File: src/rtl/irq_pkg.sv
package irq_pkg;
    typedef enum logic [1:0] {
        DET_LOW,
        DET_ARM,
        DET_HIGH
    } det_state_e;

    typedef enum logic [1:0] {
        NL_IDLE,
        NL_PEND,
        NL_SERV
    } nl_state_e;

    typedef enum logic {
        AR_RUN,
        AR_BUSY
    } ar_state_e;

    localparam int unsigned NMI_TYPE_NUM = 2;
endpackage

File: src/rtl/nmi_edge_qual.sv
module nmi_edge_qual
    import irq_pkg::*;
#(
    parameter int unsigned SYNC_STAGES = 2,
    parameter int unsigned MIN_HIGH    = 3
) (
    input  logic clk,
    input  logic rst_n,
    input  logic pin,
    output logic rise
);
    localparam int unsigned CNT_W = $clog2(MIN_HIGH + 1);
    localparam logic [CNT_W-1:0] CNT_LAST = CNT_W'(MIN_HIGH - 1);

    logic [SYNC_STAGES-1:0] sync_q;
    logic                   level;
    det_state_e             state_q, state_d;
    logic [CNT_W-1:0]       cnt_q, cnt_d;
    logic                   rise_d, rise_q;

    // synchroniser chain for the asynchronous pin
    always_ff @(posedge clk) begin
        if (!rst_n) begin
            sync_q <= '0;
        end else begin
            sync_q <= {sync_q[SYNC_STAGES-2:0], pin};
        end
    end

    assign level = sync_q[SYNC_STAGES-1];

    // state register
    always_ff @(posedge clk) begin
        if (!rst_n) begin
            state_q <= DET_LOW;
            cnt_q   <= '0;
            rise_q  <= 1'b0;
        end else begin
            state_q <= state_d;
            cnt_q   <= cnt_d;
            rise_q  <= rise_d;
        end
    end

    // next state and rise pulse
    always_comb begin
        state_d = state_q;
        cnt_d   = cnt_q;
        rise_d  = 1'b0;
        unique case (state_q)
            DET_LOW: begin
                if (level) begin
                    state_d = DET_ARM;
                    cnt_d   = CNT_W'(1);
                end
            end
            DET_ARM: begin
                if (!level) begin
                    state_d = DET_LOW;
                    cnt_d   = '0;
                end else if (cnt_q == CNT_LAST) begin
                    state_d = DET_HIGH;
                    rise_d  = 1'b1;
                end else begin
                    cnt_d = cnt_q + CNT_W'(1);
                end
            end
            DET_HIGH: begin
                if (!level) begin
                    state_d = DET_LOW;
                    cnt_d   = '0;
                end
            end
            default: begin
                state_d = DET_LOW;
                cnt_d   = '0;
            end
        endcase
    end

    assign rise = rise_q;

    AST_RISE_AFTER_HIGH: assert property (@(posedge clk) disable iff (!rst_n)
        rise |-> $past(level));
    AST_RISE_SINGLE: assert property (@(posedge clk) disable iff (!rst_n)
        rise |=> !rise);
endmodule

File: src/rtl/nmi_latch.sv
module nmi_latch
    import irq_pkg::*;
(
    input  logic clk,
    input  logic rst_n,
    input  logic rise,
    input  logic grant,
    input  logic handler_start,
    output logic pending
);
    nl_state_e state_q, state_d;

    // state register
    always_ff @(posedge clk) begin
        if (!rst_n) begin
            state_q <= NL_IDLE;
        end else begin
            state_q <= state_d;
        end
    end

    // next state: merge edges in PEND, drop them in SERV before the handler starts
    always_comb begin
        state_d = state_q;
        unique case (state_q)
            NL_IDLE: if (rise)  state_d = NL_PEND;
            NL_PEND: if (grant) state_d = NL_SERV;
            NL_SERV: begin
                if (handler_start) state_d = rise ? NL_PEND : NL_IDLE;
            end
            default: state_d = NL_IDLE;
        endcase
    end

    // outputs
    always_comb begin
        pending = (state_q == NL_PEND);
    end

    AST_GRANT_ONLY_PENDING: assert property (@(posedge clk) disable iff (!rst_n)
        grant |-> state_q == NL_PEND);
    AST_SERV_DROPS_EDGE: assert property (@(posedge clk) disable iff (!rst_n)
        (state_q == NL_SERV && !handler_start) |=> !pending);
endmodule

File: src/rtl/irq_arbiter.sv
module irq_arbiter
    import irq_pkg::*;
#(
    parameter int unsigned TYPE_W = 8
) (
    input  logic              clk,
    input  logic              rst_n,
    input  logic              boundary,
    input  logic              nmi_pend,
    input  logic              intr_req,
    input  logic              int_enable,
    input  logic [TYPE_W-1:0] dev_type,
    input  logic              handler_start,
    output logic              grant_nmi,
    output logic              take,
    output logic              take_nmi,
    output logic [TYPE_W-1:0] take_type,
    output logic [TYPE_W+1:0] take_vec
);
    localparam logic [TYPE_W-1:0] NMI_TYPE = TYPE_W'(NMI_TYPE_NUM);

    ar_state_e         state_q, state_d;
    logic              fire_nmi, fire_intr;
    logic [TYPE_W-1:0] sel_type;

    // state register
    always_ff @(posedge clk) begin
        if (!rst_n) begin
            state_q <= AR_RUN;
        end else begin
            state_q <= state_d;
        end
    end

    // fixed priority: NMI first, then the maskable request if enabled
    always_comb begin
        fire_nmi  = (state_q == AR_RUN) && boundary && nmi_pend;
        fire_intr = (state_q == AR_RUN) && boundary && !nmi_pend && intr_req && int_enable;
        sel_type  = fire_nmi ? NMI_TYPE : dev_type;
        state_d   = state_q;
        unique case (state_q)
            AR_RUN:  if (fire_nmi || fire_intr) state_d = AR_BUSY;
            AR_BUSY: if (handler_start)        state_d = AR_RUN;
            default: state_d = AR_RUN;
        endcase
    end

    assign grant_nmi = fire_nmi;

    // registered outputs
    always_ff @(posedge clk) begin
        if (!rst_n) begin
            take      <= 1'b0;
            take_nmi  <= 1'b0;
            take_type <= '0;
            take_vec  <= '0;
        end else begin
            take     <= fire_nmi || fire_intr;
            take_nmi <= fire_nmi;
            if (fire_nmi || fire_intr) begin
                take_type <= sel_type;
                take_vec  <= {sel_type, 2'b00};
            end
        end
    end

    AST_TAKE_SINGLE: assert property (@(posedge clk) disable iff (!rst_n)
        take |=> !take);
    AST_INTR_NEEDS_IE: assert property (@(posedge clk) disable iff (!rst_n)
        (take && !take_nmi) |-> $past(int_enable) && $past(intr_req));
    AST_NMI_FIRST: assert property (@(posedge clk) disable iff (!rst_n)
        (take && !take_nmi) |-> !$past(nmi_pend));
    AST_NMI_TYPE: assert property (@(posedge clk) disable iff (!rst_n)
        take_nmi |-> take_type == NMI_TYPE);
    AST_VEC_ALIGNED: assert property (@(posedge clk) disable iff (!rst_n)
        take |-> take_vec[1:0] == 2'b00);
endmodule

File: src/rtl/irq_vector_unit.sv
module irq_vector_unit #(
    parameter int unsigned SYNC_STAGES = 2,
    parameter int unsigned MIN_HIGH    = 3,
    parameter int unsigned TYPE_W      = 8
) (
    input  logic              clk,
    input  logic              rst_n,
    input  logic              nmi_pin,
    input  logic              intr_req,
    input  logic              int_enable,
    input  logic              boundary,
    input  logic              handler_start,
    input  logic [TYPE_W-1:0] dev_type,
    output logic              take,
    output logic              take_nmi,
    output logic [TYPE_W-1:0] take_type,
    output logic [TYPE_W+1:0] take_vec,
    output logic              nmi_pending
);
    logic nmi_rise;
    logic grant_nmi;

    nmi_edge_qual #(
        .SYNC_STAGES(SYNC_STAGES),
        .MIN_HIGH   (MIN_HIGH)
    ) u_qual (
        .clk  (clk),
        .rst_n(rst_n),
        .pin  (nmi_pin),
        .rise (nmi_rise)
    );

    nmi_latch u_latch (
        .clk          (clk),
        .rst_n        (rst_n),
        .rise         (nmi_rise),
        .grant        (grant_nmi),
        .handler_start(handler_start),
        .pending      (nmi_pending)
    );

    irq_arbiter #(
        .TYPE_W(TYPE_W)
    ) u_arb (
        .clk          (clk),
        .rst_n        (rst_n),
        .boundary     (boundary),
        .nmi_pend     (nmi_pending),
        .intr_req     (intr_req),
        .int_enable   (int_enable),
        .dev_type     (dev_type),
        .handler_start(handler_start),
        .grant_nmi    (grant_nmi),
        .take         (take),
        .take_nmi     (take_nmi),
        .take_type    (take_type),
        .take_vec     (take_vec)
    );

    AST_PEND_CLEARS_ON_TAKE: assert property (@(posedge clk) disable iff (!rst_n)
        (take && take_nmi) |-> !nmi_pending);
endmodule

File: config.mk
export PLATFORM = sky130hd
export DESIGN_NAME = irq_vector_unit
export DESIGN_NICKNAME = d
export VERILOG_FILES = /design/src/rtl/irq_pkg.sv /design/src/rtl/nmi_edge_qual.sv /design/src/rtl/nmi_latch.sv /design/src/rtl/irq_arbiter.sv /design/src/rtl/irq_vector_unit.sv
export SDC_FILE = /design/constraint.sdc
export NUM_CORES = 1
export LEC_CHECK = 0
export BUFFER_PORTS_ARGS = -buffer_cell sky130_fd_sc_hd__buf_2
export CAP_MARGIN = 20
export CORE_ASPECT_RATIO = 0.7
export CORE_MARGIN = 10
export CORE_UTILIZATION = 46
export DETAILED_ROUTE_END_ITERATION = 8
export GPL_ROUTABILITY_DRIVEN = 1
export PLACE_DENSITY = 0.76
export SLEW_MARGIN = 20
export SYNTH_ARGS = -nofsm -noshare
export SYNTH_HDL_FRONTEND = slang
export SYNTH_HIERARCHICAL = 1
export SYNTH_SLANG_ARGS = --single-unit
File: constraint.sdc
create_clock -name clk -period 1.32 [get_ports clk]
set_input_delay 0.198 -clock clk [delete_from_list [all_inputs] [get_ports clk]]
set_output_delay 0.198 -clock clk [all_outputs]
set_load 0.1 [all_outputs]
==> flow_summary.yaml <==
status:
  status: "finished with violations"
  violations: "setup timing"
cts:
  clk_pin_slew_ps: 110
  cts_tree: "built"
  clk_latency_ps: 300
  cts_sinks: 20
  cts_made_buffers: 3
  root_buffer: "clkbuf_4"
  hold_buffers: 0
  htreeDepth: 1
  cts.path.max_buffers: 2
pwr:
  ir_drop_mv: 0.802
  p_switching_w: 0.000404
  p_int_w: 0.000991
  p_sw_share_pct: 29.0
  leakage_nw: 0.551
  p_per_area_nw_per_um2: 1190
  p_seq_share_pct: 45.4
  power_frac_comb_pct: 19.6
  pwr-share-clk_pct: 35.0
  finalPower_w: 0.00140
floorplanning:
  rows: 13
  core_area_um2: 1850
  die_x_um: 73.0
  dieArea_um2: 4170
  initial_core_util_pct: 48.8
  die_h_um: 57.1
  num_io_pins: 36
detailed_routing:
  vias: 734
  wl_per_cell_um: 14.5
  postRouteAntennaNets: 0
  drc: 0
  finalWirelength_um: 2140
  drtIter0Drc: 30
  drtPass1Iterations: 5
  routed_via_density: 4.99
cells_and_area:
  diodes: 0
  fin_nets: 142
  drive_gt1_share_pct: 48.0
  area_growth_pct: 29.5
  fillers: 161
  fin_util_pct: 63.2
critical_path:
  critical_path_arrival_ps: 1520
  cp-end-kind: "flip-flop"
  crit_fanout: 6
  crit_required_ps: 1520
  crit_type: "reg -> reg"
  cp-start-kind: "flip-flop"
sta:
  grt_setup_unrepaired: "true"
  setup_ws_ps: -1.53
  setup_viol: 1
  finalCritPeriodShare_pct: 100
  fin_crit_ps: 1320
  hold_violations: 0
  fin_skew_ps: 4.35
  max_freq_mhz: 757
  finalMaxSlewViolations: 0
synth:
  yosysWarnings: 6
  synthCells: 95
  synth.distinct_cells: 33
  synth_area_um2: 905
  ys_seq_area_share_pct: 44.3
  synth_top_area_share_pct: 44.3
  async_reset_ff_share_pct: 0
  yosys-top-cells-count: "dfxtp_1 (20), buf_4 (10), nand2_1 (9)"
  yosys.area.top_type: "dfxtp_1"
  synthFlopType: "dfxtp_1"
  synthTopCellsByArea: "dfxtp_1 (44%), buf_4 (8.3%), mux2i_1 (4.4%)"
  yosysMostFrequentCell: "dfxtp_1"
  syn_area_per_cell_um2: 9.52
  ys_seq_elements: 20
  synth_edf_count: 0
global_route:
  grt_max_degree: 18
  grt_pass1_vias: 727
  grt_pass1_wl_um: 3330
  track_usage_pct: 9.52
  antenna_found_initial: 0
  overflow: 0
hold_path:
  holdCritPathClass: "in -> reg"
placement:
  dp_hpwl_um: 1570
  port-buffer-count: 33
  place_congestion: 0.801
job:
  drv_cap: 0
-- routing by layer --
metal | global-route usage, % | up-vias | part of all wire (%)
met5 | 0 | - | 0
met4 | 0.811 | 0 | 0.56
met3 | 5.18 | 2 | 8.7
met2 | 14.2 | 34 | 45
met1 | 12.2 | 326 | 46
li1 | - | 372 | -
-- power groups by stage --
stage          registers, W  clock network [W]  logic, W
2_1_floorplan      0.000717                  0  0.000159
3_5_place_dp       0.000649                  0  0.000266
5_1_grt            0.000637           0.000537  0.000287
4_1_cts            0.000636           0.000508  0.000267
3_3_place_gp       0.000648                  0  0.000263
6_report           0.000634           0.000488  0.000274
-- what timing repair did --
action                                  CTS  global route
resized for setup                         1            13
setup buffers                             2             1
endpoints found under the setup margin    2            13
gates cloned                              0             0
-- registers in the layout, summed over array words and instances (netlist names) --
register	flops
u_arb/take	1
u_arb/take_nmi	1
u_qual/sync_q	2
u_qual/state_q	2
u_qual/rise	1
u_qual/cnt_q	2
u_arb/state_q	1
u_latch/state_q	2
u_arb/take_type	8
-- per-stage QoR --
stage	setup TNS (ps)	std cells	hold WS (ps)	setup slack, ps	area, um^2
2_1_floorplan	-881	96	320	-165	931
3_3_place_gp	0	140	405	81.9	1060
3_5_place_dp	0	140	412	28.1	1060
4_1_cts	0	146	81.6	4.76	1130
5_1_grt	-109	147	82.2	-53.9	1170
6_report	-1.53	147	97.9	-1.53	1170
-- worst max-delay path, stage by stage (launching register included) --
cell	delay, ps
dfxtp_4	370
nor2b_4	140
buf_4	130
a21oi_2	120
and2b_4	220
o221a_1	230
-- path summary, 6_finish.rpt --
check	from	to	slack, ps	cells past startpoint
setup / recovery	u_latch/state_q[0]$_SDFFE_PN0P_	u_arb/take_type[1]$_SDFFE_PN0P_	-2	5
setup reg to reg	u_latch/state_q[0]$_SDFFE_PN0P_	u_arb/take_type[1]$_SDFFE_PN0P_	-2	5
hold reg to reg	u_qual/sync_q[0]$_SDFF_PN0_	u_qual/sync_q[1]$_SDFF_PN0_	440	1
hold / removal	nmi_pin	u_qual/sync_q[0]$_SDFF_PN0_	100	2
-- cell families (layout without fill, tap and decap cells) --
family,count (synthesis),in the layout,synth area share (%)
AO/OA/AOI/OAI,13,13,10.2
XOR/XNOR,1,1,0.968
adder cells (fa/ha/maj),1,1,1.38
buffers and inverters,15,44,10.5
flip-flops,20,20,44.3
multiplexers,5,5,5.67
other,1,2,0.415
AND/OR/NAND/NOR,39,39,26.6
-- placed cells by master, fill, tap and decap left out, types with 2 or more instances in the layout --
cell type	instances
a31oi_1	2
and2_1	4
buf_2	22
buf_4	3
clkbuf_4	13
conb_1	2
dfxtp_1	9
dfxtp_2	10
inv_1	4
mux2i_1	4
nand2_1	9
nand3b_1	4
nand4b_1	2
nor2_1	8
nor2b_1	2
o22ai_1	3
-- final cells by class --
class	count	area, um^2	share of cell area (%)
clock buffer	3	22.5	1.92
clock inverter	1	30.0	2.56
inverter	4	15.0	1.28
multi-input combinational	61	432	36.9
sequential	20	417	35.6
tap	22	27.5	2.35
timing repair buffer	36	228	19.4
No activity file was read; power rests on OpenSTA's default activity.
